<file path="src/rtl/synth_pkg.sv">
package synth_pkg;
  localparam int unsigned RATIO_W = 15;

  function automatic logic [RATIO_W-1:0] clamp_ratio(input logic [RATIO_W-1:0] n);
    return (n < 2) ? RATIO_W'(2) : n;
  endfunction
endpackage

</file>
<file path="src/rtl/synth_ref_div.sv">
module synth_ref_div #(
  parameter int unsigned REF_DIV = 512
) (
  input  logic clk,
  input  logic rst_n,
  input  logic tick,
  output logic cmp_ev
);
  localparam int unsigned CW = (REF_DIV > 2) ? $clog2(REF_DIV) : 1;
  localparam logic [CW-1:0] LAST = CW'(REF_DIV - 1);

  logic [CW-1:0] cnt;

  always_ff @(posedge clk) begin
    if (!rst_n) begin
      cnt    <= '0;
      cmp_ev <= 1'b0;
    end else begin
      cmp_ev <= 1'b0;
      if (tick) begin
        if (cnt == LAST) begin
          cnt    <= '0;
          cmp_ev <= 1'b1;
        end else begin
          cnt <= cnt + 1'b1;
        end
      end
    end
  end

  // at least two strobes per period, so events never sit back to back
  a_r1_event_spacing: assert property (@(posedge clk) disable iff (!rst_n)
    cmp_ev |=> !cmp_ev);
endmodule

</file>
<file path="src/rtl/synth_prog_div.sv">
module synth_prog_div
  import synth_pkg::*;
(
  input  logic               clk,
  input  logic               rst_n,
  input  logic               tick,
  input  logic [RATIO_W-1:0] n_in,
  output logic               div_ev
);
  logic [RATIO_W-1:0] cnt;
  logic [RATIO_W-1:0] n_cur;
  logic               at_term;

  assign at_term = tick && (cnt == n_cur - 1'b1);

  always_ff @(posedge clk) begin
    if (!rst_n) begin
      cnt    <= '0;
      n_cur  <= clamp_ratio(n_in);
      div_ev <= 1'b0;
    end else begin
      div_ev <= at_term;
      if (at_term) begin
        cnt   <= '0;
        n_cur <= clamp_ratio(n_in);
      end else if (tick) begin
        cnt <= cnt + 1'b1;
      end
    end
  end

  // the effective ratio never drops below two
  a_r2_no_back_to_back: assert property (@(posedge clk) disable iff (!rst_n)
    div_ev |=> !div_ev);
  // the ratio in use changes only across a terminal count
  a_r3_ratio_held: assert property (@(posedge clk) disable iff (!rst_n)
    !at_term |=> $stable(n_cur));
endmodule

</file>
<file path="src/rtl/synth_pfd.sv">
module synth_pfd (
  input  logic clk,
  input  logic rst_n,
  input  logic ref_ev,
  input  logic div_ev,
  output logic up_q,
  output logic dn_q
);
  logic clr;
  assign clr = up_q & dn_q;

  always_ff @(posedge clk) begin
    if (!rst_n) begin
      up_q <= 1'b0;
      dn_q <= 1'b0;
    end else begin
      up_q <= (up_q & ~clr) | ref_ev;
      dn_q <= (dn_q & ~clr) | div_ev;
    end
  end

  // both high is resolved on the next cycle unless fresh events arrive together
  a_r4_overlap_clears: assert property (@(posedge clk) disable iff (!rst_n)
    (up_q && dn_q && !(ref_ev && div_ev)) |=> !(up_q && dn_q));
  a_r4_ref_sets_up: assert property (@(posedge clk) disable iff (!rst_n)
    ref_ev |=> up_q);
endmodule

</file>
<file path="src/rtl/synth_lock_det.sv">
module synth_lock_det #(
  parameter int unsigned LOCK_WIN = 4,
  parameter int unsigned LOCK_CNT = 8
) (
  input  logic clk,
  input  logic rst_n,
  input  logic up_q,
  input  logic dn_q,
  input  logic cmp_ev,
  output logic locked
);
  localparam int unsigned WW = $clog2(LOCK_WIN + 2);
  localparam int unsigned GW = $clog2(LOCK_CNT + 1);
  localparam logic [WW-1:0] WMAX = WW'(LOCK_WIN);
  localparam logic [GW-1:0] GMAX = GW'(LOCK_CNT);

  logic          one_sided;
  logic          excess;
  logic [WW-1:0] wcnt;
  logic [GW-1:0] good;
  logic          bad;

  assign one_sided = up_q ^ dn_q;
  assign excess    = one_sided && (wcnt == WMAX);

  always_ff @(posedge clk) begin
    if (!rst_n) begin
      wcnt   <= '0;
      good   <= '0;
      bad    <= 1'b0;
      locked <= 1'b0;
    end else begin
      if (!one_sided)         wcnt <= '0;
      else if (wcnt != WMAX)  wcnt <= wcnt + 1'b1;

      if (cmp_ev) bad <= 1'b0;
      else        bad <= bad | excess;

      if (excess) begin
        good   <= '0;
        locked <= 1'b0;
      end else if (cmp_ev) begin
        if (bad) begin
          good <= '0;
        end else if (good != GMAX) begin
          good <= good + 1'b1;
          if (good == GMAX - 1'b1) locked <= 1'b1;
        end
      end
    end
  end

  // a too-wide one-sided pulse removes lock at once
  a_r9_drop_on_excess: assert property (@(posedge clk) disable iff (!rst_n)
    excess |=> !locked);
  // lock is only granted at the close of a comparison period
  a_r8_rise_at_period: assert property (@(posedge clk) disable iff (!rst_n)
    $rose(locked) |-> $past(cmp_ev));
endmodule

</file>
<file path="src/rtl/synth_phase_core.sv">
module synth_phase_core
  import synth_pkg::*;
#(
  parameter int unsigned REF_DIV  = 512,
  parameter int unsigned LOCK_WIN = 4,
  parameter int unsigned LOCK_CNT = 8
) (
  input  logic               clk,
  input  logic               rst_n,
  input  logic               lo_tick,
  input  logic               ref_tick,
  input  logic [RATIO_W-1:0] n_ratio,
  input  logic               cur_hi,
  input  logic               pump_off,
  input  logic               drv_dis,
  input  logic               test_en,
  input  logic               p6_drv,
  input  logic               p7_drv,
  output logic               pump_up,
  output logic               pump_dn,
  output logic               cp_hi,
  output logic               drv_off,
  output logic               p6_out,
  output logic               p7_out,
  output logic               locked
);
  logic cmp_ev, div_ev, up_q, dn_q;

  synth_ref_div #(.REF_DIV(REF_DIV)) u_ref (
    .clk(clk), .rst_n(rst_n), .tick(ref_tick), .cmp_ev(cmp_ev));

  synth_prog_div u_prog (
    .clk(clk), .rst_n(rst_n), .tick(lo_tick), .n_in(n_ratio), .div_ev(div_ev));

  synth_pfd u_pfd (
    .clk(clk), .rst_n(rst_n), .ref_ev(cmp_ev), .div_ev(div_ev),
    .up_q(up_q), .dn_q(dn_q));

  synth_lock_det #(.LOCK_WIN(LOCK_WIN), .LOCK_CNT(LOCK_CNT)) u_lock (
    .clk(clk), .rst_n(rst_n), .up_q(up_q), .dn_q(dn_q),
    .cmp_ev(cmp_ev), .locked(locked));

  always_ff @(posedge clk) begin
    if (!rst_n) begin
      pump_up <= 1'b0;
      pump_dn <= 1'b0;
    end else begin
      pump_up <= up_q & ~pump_off;
      pump_dn <= dn_q & ~pump_off;
    end
  end

  assign cp_hi   = cur_hi;
  assign drv_off = drv_dis;
  assign p6_out  = test_en ? cmp_ev : p6_drv;
  assign p7_out  = test_en ? div_ev : p7_drv;

  // a disabled pump issues no request on the following cycle
  a_r5_pump_quiet: assert property (@(posedge clk) disable iff (!rst_n)
    pump_off |=> !(pump_up || pump_dn));
  // requests track detector state with one register of delay
  a_r5_up_follows: assert property (@(posedge clk) disable iff (!rst_n)
    (up_q && !pump_off) |=> pump_up);
endmodule

</file>
<file path="config.mk">
export PLATFORM = sky130hd
export DESIGN_NAME = synth_phase_core
export DESIGN_NICKNAME = d
export VERILOG_FILES = /design/src/rtl/synth_pkg.sv /design/src/rtl/synth_ref_div.sv /design/src/rtl/synth_prog_div.sv /design/src/rtl/synth_pfd.sv /design/src/rtl/synth_lock_det.sv /design/src/rtl/synth_phase_core.sv
export SDC_FILE = /design/constraint.sdc
export NUM_CORES = 1
export LEC_CHECK = 0
export ABC_AREA = 1
export ABC_CLOCK_PERIOD_IN_PS = 3350
export BUFFER_PORTS_ARGS = -buffer_cell sky130_fd_sc_hd__buf_2
export CELL_PAD_IN_SITES_DETAIL_PLACEMENT = 0
export CELL_PAD_IN_SITES_GLOBAL_PLACEMENT = 1
export CORE_UTILIZATION = 46
export CTS_BUF_LIST = sky130_fd_sc_hd__clkbuf_16
export DETAILED_ROUTE_END_ITERATION = 7
export PLACE_DENSITY = 0.95
export SLEW_MARGIN = 20
export SYNTH_ARGS = -nofsm -noshare
export SYNTH_HDL_FRONTEND = slang
export SYNTH_SLANG_ARGS = --single-unit
</file>
<file path="constraint.sdc">
create_clock -name clk -period 3.35 [get_ports clk]
set_input_delay 0.335 -clock clk [delete_from_list [all_inputs] [get_ports clk]]
set_output_delay 0.335 -clock clk [all_outputs]
set_load 0.01 [all_outputs]
</file>
; ---- Word level (Yosys, flattened, before mapping)
; Cells that the tools add are included.
[totals]
ff_bits = 54
latchBits = 0
mem_bits_rw = 0
rom_bits = 0
inputBits = 25
output_inout_bits = 7
word_cells = 58
memories = 0
[op_classes]
addsub = 5
multipliers = 0
div_mod_pow = 0
magnitude_cmp = 1
n_eq_ne = 7
shift = 0
mux = 9
bitwise_logic = 13
reduce_logical = 10
[ops]
columns = cell, n
row1 = $mux W15, 3
row2 = $add A15 B1 Y15 const B, 1
row3 = $eq A15 B15 Y1, 1
row4 = $lt A15 B2 Y1 const B, 1
row5 = $sub A15 B1 Y15 const B, 1
row6 = $add A9 B1 Y9 const B, 1
row7 = $eq A9 B9 Y1 const B, 1
row8 = $mux W9, 1
row9 = $mux W4, 2
row10 = $reduce_and A2 Y1, 3
row11 = $reduce_or A2 Y1, 3
row12 = $and A1 B1 Y1, 5
row13 = $add A4 B1 Y4 const B, 1
row14 = $eq A4 B3 Y1 const B, 1
row15 = $ne A4 B4 Y1 const B, 1
row16 = $not A1 Y1, 4
row17 = $reduce_and A4 Y1, 1
row18 = $add A3 B1 Y3 const B, 1
row19 = $eq A3 B3 Y1 const B, 1
row20 = $mux W1, 3
row21 = $ne A3 B3 Y1 const B, 1
row22 = $or A1 B1 Y1, 3
row23 = $logic_and A1 B1 Y1, 2
row24 = $ne A2 B1 Y1 const B, 1
row25 = other kinds (2), 2

; ---- Longest topological paths before layout
[logic_depth]
ltp_word = 5
mapped_depth = 15
mapped_depth_nobuf = 14

; ---- Cells and area by module
; Synthesis repeated with hierarchy kept, for this count alone.
[unflattened]
hier_cells = 418
hier_area_um2 = 3110.5
[modules_own_cells]
columns = module, instances, cells_each, area_each_um2, seq_area_each_um2
row1 = synth_prog_div, 1, 253, 1931.9, 770.7
row2 = synth_ref_div, 1, 67, 503.0, 200.2
row3 = synth_lock_det, 1, 70, 495.5, 180.2
row4 = synth_phase_core, 1, 17, 103.8, 40.0
row5 = synth_pfd, 1, 11, 76.3, 40.0

; ---- Least setup slack after synthesis
; No wires, ideal clock.
[synth_timing]
kind = reg-to-reg
start = register u_prog.n_cur[0]
end = register u_prog.n_cur[0], enable pin
setup_ns = 0.310
t_arrival_ns = 1.753
required_ns = 3.040
slack_ns = 1.287
stages_incl_launch_ff = 12
path_buffers = 1
synth_period_minus_slack_ns = 2.063
cell_sequence = edfxtp_1 > inv_1 > ha_1 > nand2_2 > nor2_4 > nand2_1 > nand3_1 > nand2_1 > nor2_1 > nand2_1 > o21bai_4 > buf_6
[synth_via]
elab_chain_cells = 4
[synth_rtl]
columns = element, line
row1 = start: declaration, synth_prog_div.sv:11  ; logic [RATIO_W-1:0] n_cur;
row2 = start signal: assignment, synth_prog_div.sv:19  ; n_cur <= clamp_ratio(n_in);
row3 = start signal: assignment, synth_prog_div.sv:25  ; n_cur <= clamp_ratio(n_in);
row4 = $sub A15 B1 Y15, synth_prog_div.sv:14  ; assign at_term = tick && (cnt == n_cur - 1'b1);
row5 = $eq A15 B15 Y1, synth_prog_div.sv:14
row6 = $logic_and A1 B1 Y1, synth_prog_div.sv:14
row7 = $ne A2 B1 Y1 (no source line), n/a
; Every way passes these cells.
; A chain may end at the register's enable or synchronous reset.

; ---- Final worst setup path
[layout_timing]
start = register u_prog.n_cur[0]
end = register u_prog.cnt[11]
[layout_via]
elab_chain_cells = 4
[layout_rtl]
columns = element, line
row1 = $sub A15 B1 Y15, synth_prog_div.sv:14
row2 = $eq A15 B15 Y1, synth_prog_div.sv:14
row3 = $logic_and A1 B1 Y1, synth_prog_div.sv:14
row4 = $reduce_or A2 Y1 (no source line), n/a
row5 = end signal: assignment, synth_prog_div.sv:27  ; cnt <= cnt + 1'b1;
row6 = end: declaration, synth_prog_div.sv:10  ; logic [RATIO_W-1:0] cnt;
; Every way passes these cells.

==> results.md <==
- Hold Path Class: primary input to register
- TritonCTS Buffers: 5
- Final Hold Fails: 0
- Share of post-route cells with drive strength above 1: 10.4%
- Cell Area, Synth: 2920 um2
- CTS resizes: 0
- Syn Inst Count: 403
- Launch point of the worst path: u_prog.n_cur[0]$_SDFFCE_PN0P_
- Worst reg2reg path startpoint: u_prog.n_cur[0]$_SDFFCE_PN0P_
- Yosys warns: 0
- DIE HEIGHT: 81.7 um
- Combinational family with the most area after synthesis: simple AND/OR/NAND/NOR gates
- # rows: 28
- Register-to-Register Path Depth: 12
- Via count: 2380
- Final TNS setup: 0 ps
- R2R Path End: u_prog.cnt[11]$_SDFFE_PP0P_
- Least-Margin Pin Slew: 694 ps
- R2R Setup Slk: 840 ps
- Sequential share of the synthesized area: 42.1%
- ANT cells: 0
- Htree depth: 2
- Final Cycle Share: 74.8%
- CP peak stage delay: 570 ps
- Final WL: 5.48 mm
- Initial antenna violation count: 0
- Routed Antenna Nets: 0
- DR vias/cell: 4.79
- Critical Path RT: 3530 ps
- Critical path's slowest cell: o21bai_4
- Clk buf depth: 2
- Slew margin rel.: 53.6%
- Mux share of post-synthesis cell area: 0.385%
- GPL Wtd Cong: 0.862
- Final Setup Violations: 0
- Unrepaired setup endpoints after global routing: no
- Clock Tree Root: clkbuf_16
- Placed Instances: 489
- Levels on crit path: 12
- Global route overflow: 0
- Setup crit end kind: register
- Most common cell after layout, fill and taps aside: nand2_1
- Area grow syn2layout: 11.1%
- Storage element area: 1230 um2
- CP Launch Type: register
- CTS tree: yes
- CP Buf/Inv Count: 2
- CP cell instances: inv_1, ha_1, nand2_2, nor2_2, nand2_1, nand2_1, nand3_1, nor2_1, nand2_1, o21bai_4, buf_4, nor2_1
- Most frequent cells in the layout: nand2_1, inv_1, nor2_1
- Detailed Route Iter0 Violations: 59
- VDD IR max: 0.401 mV
- Fin Hold WS: 222 ps
- Final Skew: 4.85 ps
- Fmax: 399 MHz
- Clk sink count: 54
- First-pass GRT wire length: 9.36 mm
- CP delay by family, top: simple AND/OR/NAND/NOR gates
- Compound-Gate Fraction of Synth Area: 5.31%
- CP Class: register to register
- # fillers: 598
- Pwr per Cell Area: 430 nW/um2
- Max Cap Viol: 0
- Tmin final: 2510 ps
- Final net count: 456
- Non-Filler Instances: 497
- Latest clock arrival within the worst-skew pair: 290 ps
- DRC: 0
- Clk pin slew, worst setup/hold paths: 70 ps
- Syn Nets: 438
- Flops & latches, synth: 54
- Tot GR Track Use: 18.3%
- Die X: 81.7 um
- Largest net degree at the start of global routing: 28
- Area of the multi-input gates: 1380 um2
- Crit path DAT: 2690 ps
- Post-CTS Hold Fix Bufs: 0
- WL/cell: 11.0 um
- Static leakage: 1.43 nW
- # IOs: 32
- Core area: 6030 um2
- PortBufs: 27
- Die area: 6680 um2
- Pre-antenna DRT Iters: 4
- Crit path max fanout: 27
- Post-Synth Adder-Cell Area: 4.28%
- Initial Util: 48.5%
- Synth Area in Simple Gates: 31.5%
- Netlist cell types: 29
- Status: finished clean
- Number of global-route vias before repair: 2212
- Syn_area_per_cell: 7.25 um2
- Top cell by count, worst path: nand2_1
- Detail Placement HPWL: 4.37 mm
- Slew Limit Fails: 0
- Post-CTS setup buffer count: 0
- Critical path endpoint: u_prog.cnt[11]$_SDFFE_PP0P_
- Post-Synth XOR/XNOR Area: 5.69%
worst register-to-register path, delay by kind of cell, from the launching register on:
family / cells / cell delay, ps
compound gates: 1 / 570
fa+ha+maj: 1 / 260
buf+inv: 2 / 390
flops: 1 / 410
simple gates: 8 / 780
cells by family after synthesis:
group,Yosys count
xor gates and xnor gates,19
buffers and inverters,79
DFF,54
and+or+nand+nor,213
AOI/OAI and AO/OA,27
adders and majority gates,10
muxes,1
sequential cells by signal (all words and copies together), names as in the netlist:
signal	count
u_prog.cnt	15
u_prog.n_cur	15
u_ref.cnt	9
u_lock.good	4
u_lock.wcnt	3
pump_dn	1
pump_up	1
u_lock.bad	1
u_lock.locked	1
u_pfd.dn_q	1
u_pfd.up_q	1
u_prog.div_ev	1
u_ref.cmp_ev	1
synthesized netlist by cell type:
cell,n,area (um2)
a31oi_1,3,18.8
clkbuf_1,14,52.6
xnor2_1,8,70.1
mux2_2,1,11.3
or2_2,1,6.26
inv_1,62,233
buf_6,1,11.3
ha_1,10,125
a21oi_1,12,60.1
o21ai_0,8,40.0
xor2_1,11,96.3
nor2_4,1,11.3
nand2_2,1,6.26
dfxtp_1,39,781
nor3_1,15,75.1
o21bai_4,1,18.8
and2_1,3,18.8
nor2_2,4,25.0
nand4_1,6,37.5
o21ai_1,2,10.0
nand3b_1,3,22.5
nor4_1,4,25.0
a211oi_1,1,7.51
buf_4,2,15.0
nor2_1,58,218
edfxtp_1,15,450
nand2_1,93,349
nand3_1,21,105
nor3b_1,3,22.5
metal layers:
layer  up-vias  track usage [%]  wire length (um)
met5         -                0                 0
met3         5             3.67               164
met4         0             5.79                71
met2        25             32.8              2660
li1       1288                -                 -
met1      1062             21.9              2580
worst min-delay path by stage:
stage	slack (ps)	cells after the start	endpoint	from
after global routing	230	1	u_prog.n_cur[4]$_SDFFCE_PN0P_	n_ratio[4]
final	220	2	pump_up$_SDFF_PN0_	pump_off
after detailed placement	450	1	u_lock.wcnt[2]$_SDFFE_PN0N_	u_lock.wcnt[2]$_SDFFE_PN0N_
after CTS	220	2	pump_up$_SDFF_PN0_	pump_off
after global placement	440	1	u_lock.wcnt[2]$_SDFFE_PN0N_	u_lock.wcnt[2]$_SDFFE_PN0N_
after floorplan	410	1	pump_up$_SDFF_PN0_	pump_off
where the power goes:
group / leakage (nW) / switching [W] / internal [W] / total [W]
sequential: 0.462 / 0.0000190 / 0.000693 / 0.000712
combinational: 0.882 / 0.0000718 / 0.0000455 / 0.000117
clock: 0.0812 / 0.000218 / 0.000350 / 0.000567
total: 1.43 / 0.000308 / 0.00109 / 0.00140
layout make-up:
type | instances | share of cell area [%]
well taps | 75 | 2.89
inverters | 62 | 7.17
clock inverters | 3 | 1.27
flip-flops and latches | 54 | 37.9
multi-input cells | 270 | 42.5
repair buffers | 28 | 4.39
clock buffers | 5 | 3.85
metrics by stage:
step	utilization, %	area, um2	power (W)	worst slack (ps)
3_5_place_dp	51.1	3080	0.000844	838
5_1_grt	53.9	3250	0.00145	569
3_3_place_gp	51.1	3080	0.000843	900
2_1_floorplan	-	2920	0.000810	1290
4_1_cts	53.9	3250	0.00141	816
6_report	53.9	3250	0.00140	844
Power figures use the tool's default switching activity.
